### config.mk
export PLATFORM = sky130hd
export DESIGN_NAME = accel_ctl_regs
export DESIGN_NICKNAME = d
export VERILOG_FILES = /design/src/rtl/accel_ctl_pkg.sv /design/src/rtl/acr_arg_bank.sv /design/src/rtl/acr_call_ctrl.sv /design/src/rtl/acr_read_port.sv /design/src/rtl/accel_ctl_regs.sv
export SDC_FILE = /design/constraint.sdc
export NUM_CORES = 1
export LEC_CHECK = 0
export CORE_AREA = 2 2 252 254
export CTS_BUF_LIST = sky130_fd_sc_hd__clkbuf_4 sky130_fd_sc_hd__clkbuf_8 sky130_fd_sc_hd__clkbuf_16
export DETAILED_ROUTE_END_ITERATION = 10
export DIE_AREA = 0 0 254 256
export DONT_BUFFER_PORTS = 1
export PLACE_DENSITY_LB_ADDON = 0.05
export SLEW_MARGIN = 20
export SYNTH_ARGS = -nofsm -noshare
export SYNTH_HDL_FRONTEND = slang
export SYNTH_SLANG_ARGS = --single-unit
export TNS_END_PERCENT = 100
### constraint.sdc
create_clock -name clk -period 1.7 [get_ports clk]
set_clock_uncertainty 0.2 [all_clocks]
set_input_delay 0.17 -clock clk [delete_from_list [all_inputs] [get_ports clk]]
set_output_delay 0.17 -clock clk [all_outputs]
set_load 0.03 [all_outputs]
### src/rtl/accel_ctl_pkg.sv
package accel_ctl_pkg;
  localparam int BUS_W = 64;
  localparam int LANES = BUS_W / 8;
  // Fixed word slots of the call/return area (byte offset = slot * 8)
  localparam int SLOT_BUSY = 0;
  localparam int SLOT_GO   = 1;
  localparam int SLOT_IEN  = 2;
  localparam int SLOT_ISR  = 3;
  localparam int SLOT_RET  = 4;

  function automatic int words_for(input int bits);
    return (bits + BUS_W - 1) / BUS_W;
  endfunction

  function automatic logic irq_level(input logic st, input logic en);
    return st & en;
  endfunction

  // A completion in the same cycle as a clear keeps the status set
  function automatic logic isr_next(input logic cur, input logic cmp, input logic clr);
    return cmp | (cur & ~clr);
  endfunction
endpackage

### src/rtl/acr_arg_bank.sv
module acr_arg_bank
  import accel_ctl_pkg::*;
#(
  parameter int W     = 32,
  parameter int BASE  = 7,
  parameter int IDX_W = 5
) (
  input  logic             clk,
  input  logic             rst_n,
  input  logic             wr,
  input  logic [IDX_W-1:0] wr_idx,
  input  logic [BUS_W-1:0] wdata,
  input  logic [LANES-1:0] be,
  input  logic [IDX_W-1:0] rd_idx,
  output logic [W-1:0]     q,
  output logic             rd_hit,
  output logic [BUS_W-1:0] rd_word
);
  localparam int NB = W / 8;
  localparam int NW = words_for(W);

  logic [NW*BUS_W-1:0] pad;
  logic unused_in;
  assign unused_in = ^{wdata, be};

  genvar b;
  generate
    for (b = 0; b < NB; b++) begin : g_byte
      localparam int WD = b / LANES;
      localparam int LN = b % LANES;
      logic [7:0] r;
      logic       wen;
      assign wen = wr && (wr_idx == IDX_W'(BASE + WD)) && be[LN];
      always_ff @(posedge clk or negedge rst_n) begin
        if (!rst_n)   r <= '0;
        else if (wen) r <= wdata[8*LN +: 8];
      end
      assign q[8*b +: 8] = r;
    end
  endgenerate

  always_comb begin
    pad         = '0;
    pad[W-1:0]  = q;
    rd_hit      = 1'b0;
    rd_word     = '0;
    for (int k = 0; k < NW; k++) begin
      if (rd_idx == IDX_W'(BASE + k)) begin
        rd_hit  = 1'b1;
        rd_word = pad[BUS_W*k +: BUS_W];
      end
    end
  end
endmodule

### src/rtl/acr_call_ctrl.sv
module acr_call_ctrl
  import accel_ctl_pkg::*;
#(
  parameter int RET_W = 192
) (
  input  logic             clk,
  input  logic             rst_n,
  input  logic             go_req,
  input  logic             clr_req,
  input  logic             ien_we,
  input  logic             ien_d,
  input  logic             fin,
  input  logic [RET_W-1:0] ret_in,
  output logic             accept,
  output logic             complete,
  output logic             busy,
  output logic             done,
  output logic             isr,
  output logic             ien,
  output logic             kick,
  output logic [RET_W-1:0] ret_q
);
  assign accept   = go_req & ~busy;
  assign complete = fin & busy;

  always_ff @(posedge clk or negedge rst_n) begin
    if (!rst_n) begin
      busy  <= 1'b0;
      done  <= 1'b0;
      isr   <= 1'b0;
      ien   <= 1'b0;
      kick  <= 1'b0;
      ret_q <= '0;
    end else begin
      kick <= accept;
      if (accept) begin
        busy <= 1'b1;
        done <= 1'b0;
      end else if (complete) begin
        busy <= 1'b0;
        done <= 1'b1;
      end
      isr <= isr_next(isr, complete, clr_req);
      if (ien_we)   ien   <= ien_d;
      if (complete) ret_q <= ret_in;
    end
  end
endmodule

### src/rtl/acr_read_port.sv
module acr_read_port
  import accel_ctl_pkg::*;
#(
  parameter int RET_W = 192,
  parameter int IDX_W = 5,
  parameter int NBANK = 4
) (
  input  logic                        clk,
  input  logic                        rst_n,
  input  logic                        rd,
  input  logic [IDX_W-1:0]            rd_idx,
  input  logic                        busy,
  input  logic                        done,
  input  logic                        isr,
  input  logic                        ien,
  input  logic [RET_W-1:0]            ret_q,
  input  logic [NBANK-1:0]            bank_hit,
  input  logic [NBANK-1:0][BUS_W-1:0] bank_word,
  output logic [BUS_W-1:0]            rdata,
  output logic                        rvalid
);
  localparam int RNW = words_for(RET_W);

  logic [RNW*BUS_W-1:0] rpad;
  logic [BUS_W-1:0]     nxt;

  always_comb begin
    rpad            = '0;
    rpad[RET_W-1:0] = ret_q;
    nxt             = '0;
    if (rd_idx == IDX_W'(SLOT_BUSY)) nxt[0]   = busy;
    if (rd_idx == IDX_W'(SLOT_IEN))  nxt[0]   = ien;
    if (rd_idx == IDX_W'(SLOT_ISR))  nxt[1:0] = {done, isr};
    for (int k = 0; k < RNW; k++)
      if (rd_idx == IDX_W'(SLOT_RET + k)) nxt = rpad[BUS_W*k +: BUS_W];
    for (int j = 0; j < NBANK; j++)
      if (bank_hit[j]) nxt = bank_word[j];
  end

  always_ff @(posedge clk or negedge rst_n) begin
    if (!rst_n) begin
      rdata  <= '0;
      rvalid <= 1'b0;
    end else begin
      rvalid <= rd;
      if (rd) rdata <= nxt;
    end
  end
endmodule

### src/rtl/accel_ctl_regs.sv
module accel_ctl_regs
  import accel_ctl_pkg::*;
#(
  parameter int ADDR_W = 8,
  parameter int RET_W  = 192,
  parameter int PS_W   = 32,
  parameter int PW_W   = 192,
  parameter int PL_W   = 64,
  parameter int PB_W   = 8
) (
  input  logic              clk,
  input  logic              rst_n,
  input  logic [ADDR_W-1:0] host_addr,
  input  logic              host_wr,
  input  logic [BUS_W-1:0]  host_wdata,
  input  logic [LANES-1:0]  host_be,
  input  logic              host_rd,
  output logic [BUS_W-1:0]  host_rdata,
  output logic              host_rvalid,
  output logic              kick,
  input  logic              fin,
  input  logic [RET_W-1:0]  ret_data,
  output logic [PS_W-1:0]   parm_s,
  output logic [PW_W-1:0]   parm_w,
  output logic [PL_W-1:0]   parm_l,
  output logic [PB_W-1:0]   parm_b,
  output logic              irq
);
  localparam int IDX_W   = ADDR_W - 3;
  localparam int PS_SLOT = SLOT_RET + words_for(RET_W);
  localparam int PW_SLOT = PS_SLOT + words_for(PS_W);
  localparam int PL_SLOT = PW_SLOT + words_for(PW_W);
  localparam int PB_SLOT = PL_SLOT + words_for(PL_W);

  logic [IDX_W-1:0] idx;
  logic unused_lo;
  logic go_req, clr_req, ien_we;
  logic accept, complete, busy, done, isr, ien;
  logic [RET_W-1:0] ret_q;
  logic [3:0]            bank_hit;
  logic [3:0][BUS_W-1:0] bank_word;

  assign idx       = host_addr[ADDR_W-1:3];
  assign unused_lo = ^host_addr[2:0];

  assign go_req  = host_wr && (idx == IDX_W'(SLOT_GO))  && host_be[0] && host_wdata[0];
  assign clr_req = host_wr && (idx == IDX_W'(SLOT_ISR)) && host_be[0] && host_wdata[0];
  assign ien_we  = host_wr && (idx == IDX_W'(SLOT_IEN)) && host_be[0];

  acr_call_ctrl #(.RET_W(RET_W)) u_ctrl (
    .clk(clk), .rst_n(rst_n), .go_req(go_req), .clr_req(clr_req),
    .ien_we(ien_we), .ien_d(host_wdata[0]), .fin(fin), .ret_in(ret_data),
    .accept(accept), .complete(complete), .busy(busy), .done(done),
    .isr(isr), .ien(ien), .kick(kick), .ret_q(ret_q)
  );

  acr_arg_bank #(.W(PS_W), .BASE(PS_SLOT), .IDX_W(IDX_W)) u_ps (
    .clk(clk), .rst_n(rst_n), .wr(host_wr), .wr_idx(idx), .wdata(host_wdata),
    .be(host_be), .rd_idx(idx), .q(parm_s), .rd_hit(bank_hit[0]), .rd_word(bank_word[0])
  );
  acr_arg_bank #(.W(PW_W), .BASE(PW_SLOT), .IDX_W(IDX_W)) u_pw (
    .clk(clk), .rst_n(rst_n), .wr(host_wr), .wr_idx(idx), .wdata(host_wdata),
    .be(host_be), .rd_idx(idx), .q(parm_w), .rd_hit(bank_hit[1]), .rd_word(bank_word[1])
  );
  acr_arg_bank #(.W(PL_W), .BASE(PL_SLOT), .IDX_W(IDX_W)) u_pl (
    .clk(clk), .rst_n(rst_n), .wr(host_wr), .wr_idx(idx), .wdata(host_wdata),
    .be(host_be), .rd_idx(idx), .q(parm_l), .rd_hit(bank_hit[2]), .rd_word(bank_word[2])
  );
  acr_arg_bank #(.W(PB_W), .BASE(PB_SLOT), .IDX_W(IDX_W)) u_pb (
    .clk(clk), .rst_n(rst_n), .wr(host_wr), .wr_idx(idx), .wdata(host_wdata),
    .be(host_be), .rd_idx(idx), .q(parm_b), .rd_hit(bank_hit[3]), .rd_word(bank_word[3])
  );

  acr_read_port #(.RET_W(RET_W), .IDX_W(IDX_W), .NBANK(4)) u_rd (
    .clk(clk), .rst_n(rst_n), .rd(host_rd), .rd_idx(idx), .busy(busy),
    .done(done), .isr(isr), .ien(ien), .ret_q(ret_q), .bank_hit(bank_hit),
    .bank_word(bank_word), .rdata(host_rdata), .rvalid(host_rvalid)
  );

  assign irq = irq_level(isr, ien);
endmodule

==> results.ini <==
[run_status]
status=finished, violations left
violations=negative hold slack, negative setup slack

[job]
maxCapViolations=0

[pwr]
power.switching_mw=11.7
clkPwrFrac_pct=36.8
power.leakage_nw=16.1
ir_drop_v=0.000818
p_comb_share_pct=19.2
p_seq_share_pct=44.0
power.internal_mw=27.1
power_density_mw_per_mm2=1120
switching_share_pct=30.2

[sta]
setup_violations=14
whs_ns=-0.933
slew_viol_final=0
layout_setup_ws_ns=-0.0266
slew_headroom_pct=3.66
rsz0062_at_grt=true
min_period_ns=1.73
worstMarginPinSlew_ns=1.45
finalHoldViolations=592
max_freq_mhz=579
period_share_pct=102

[synthesis]
yosysWarningCount=0
synth_area_leader_cell=dfrtp_1
syn_inst=1926
synth.distinct_cells=54
synth.ff_latch_count=558
syn-num-nets=2203
synthTopCellsByArea=dfrtp_1 (55%), mux2_2 (21%), mux2i_1 (2.3%)
async_flop_share_pct=100
syn_area_mm2=0.0252
ys_top_cells_by_count=dfrtp_1 (558), mux2_2 (471), o21ai_0 (100)
synthFlopType=dfrtp_1
yosys.cell_count.top_type=dfrtp_1
synth_edf_count=0
yosysSeqAreaShare_pct=55.5
synth.top_cell.area_share_pct=55.5
syn_avg_cell_area_um2=13.1

[place]
place.gp.congestion=0.876
post-place-cells=2988
dp_hpwl_mm=65.4
portBuffers=0

[drt]
antenna_left=0
wl_per_cell_um=28.2
drc=0
wl_mm=96.0
vias=19042
drt-pass1-iter-count=5
viasPerCell=5.60
drtIter0Drc=1312

[cells_and_area]
seqCellArea_mm2=0.0140
finalNonFillerCells=3401
nFillCells=5367
multi_input_area_mm2=0.0110
final_util_pct=55.3
nNetsFinal=2771
syn2layout_area_growth_pct=37.1
drive_above_1_share_pct=41.3

[clock_tree]
clock_latency_ns=0.61
cts_buffers=66
cts.path.max_buffers=3
cts_sinks=558
cts-root-buf=clkbuf_16
htreeDepth=3
path_clk_slew_ns=0.06
cts_tree=yes

[worst_setup_path]
critical_path_class=input pin to register
r2r_end=u_pw.g_byte[3].r[1]
crit_arrival_ns=2.01
crit_fanout=157
worstSetupEndpointType=register
reg2reg_depth=3
cp-endpoint=u_rd.rdata[39]
worstPathRequired_ns=1.98
r2r_slack_ns=0.02
r2r_start=u_pw.g_byte[3].r[1]
cp-start-kind=input pin
cp-startpoint=host_addr[3]

[global_route]
groute.usage.overall_pct=28.6
globalRouteOverflowTotal=0
antenna_found_initial=20
grt_max_degree=559
grt_pass1_wl_mm=138
grt_pass1_vias=19877

[floorplanning]
rows=92
core_mm2=0.0624
die_area_mm2=0.0650
die_w_um=254
pin_count=640
dieHeight_um=256
start_util_pct=40.3

[hold_path]
hp-class=input pin to async pin

-- worst max-delay path, stage by stage --
cell	delay [ns]
or2_2	0.71
buf_12	0.26
nor2_1	0.13
o22ai_1	0.09
a31o_2	0.24
-- how the worst min path moves through the flow --
stage | slack, ns | end | from | cells after the start
global route | -0.97 | u_pb.q[3] | rst_n | 0
detailed placement | -0.31 | u_pb.q[3] | rst_n | 0
CTS | -0.96 | u_pw.g_byte[8].r[3] | rst_n | 0
floorplan | -0.33 | u_ctrl.busy | rst_n | 0
finish | -0.93 | u_pb.q[3] | rst_n | 0
global placement | -0.31 | u_pb.q[3] | rst_n | 0
-- sequential cells by signal (all words and copies together) (netlist names) --
register       flops
u_ctrl.ret_q     192
u_pw.g_byte.r    192
u_pl.g_byte.r     64
u_rd.rdata        64
u_ps.g_byte.r     32
u_pb.q             8
u_ctrl.busy        1
u_ctrl.done        1
u_ctrl.ien         1
u_ctrl.isr         1
u_ctrl.kick        1
u_rd.rvalid        1
-- power groups by stage --
stage	clock network [mW]	registers, mW	logic, mW
floorplan	0	18.4	2.83
global placement	0	17.2	6.56
detailed placement	0	17.3	6.66
CTS	14.6	17.0	7.35
global route	15.1	17.3	7.84
finish	14.3	17.1	7.45
-- cells in the final DEF (no fill, tap or decap), types with 13 or more instances in the layout --
cell type      netlist  final
mux2_2             471    381
clkbuf_8             0     13
a32o_1              31     31
diode_2              0     13
clkbuf_4             0     19
o2bb2ai_1           13     13
nor2_1              90     89
a211oi_1            25     25
dlygate4sd3_1        0    277
buf_4               11    288
nor2b_1             36     35
inv_1               34     34
o21a_1              14     14
a21oi_1             76     76
buf_12               0     50
o221ai_1            39     39
mux2i_1             58     58
a31o_2              31     31
nand2_1             50     48
o21ai_0            100    100
mux2_4               0     90
dfrtp_1            558    557
mux4_2              14     14
nor2_4               5     22
a221oi_1            22     19
a221o_1             23     23
clkbuf_16            0     66
o22ai_1             34     34
-- stage by stage --
step	area (um^2)	TNS [ns]	worst slack, ns	total power, mW
floorplan	25700	-12.12	-0.0953	21.3
global placement	29300	-33.51	-0.284	23.8
detailed placement	29300	-37.16	-0.348	23.9
CTS	34300	0	0.00263	39.0
global route	34500	-0.323	-0.0329	40.2
finish	34500	-0.148	-0.0266	38.8
-- logic make-up after synthesis --
logic type / count (synthesis) / share of synthesized area, %
compound gates: 421 / 11.7
buf+inv: 163 / 2.84
flops: 558 / 55.5
mux: 543 / 24.6
simple gates: 241 / 5.31
-- cell type report --
class	count	area share, %
Sequential cell	558	40.5
Multi-Input combinational cell	1205	31.9
Timing Repair Buffer	627	17.7
Clock buffer	98	5.72
Tap cell	846	3.07
Clock inverter	18	0.609
Inverter	36	0.395
Antenna cell	13	0.0943
-- timing repair --
item,4_1_cts,5_1_grt
endpoints found under the hold margin,1116,652
pin swaps,0,3
hold buffers,274,6
setup endpoints to repair,2,46
gates resized for setup,2,17
setup buffers,0,5
-- metal layers --
layer | GRT usage [%] | vias up | part of all wire, %
met4 | 9.13 | 14 | 3.3
li1 | - | 8321 | -
met2 | 47.5 | 708 | 49
met1 | 35.2 | 9823 | 40
met5 | 0 | - | 0.098
met3 | 9.29 | 176 | 8.6
Note: power is estimated with default switching activity, not from simulation.
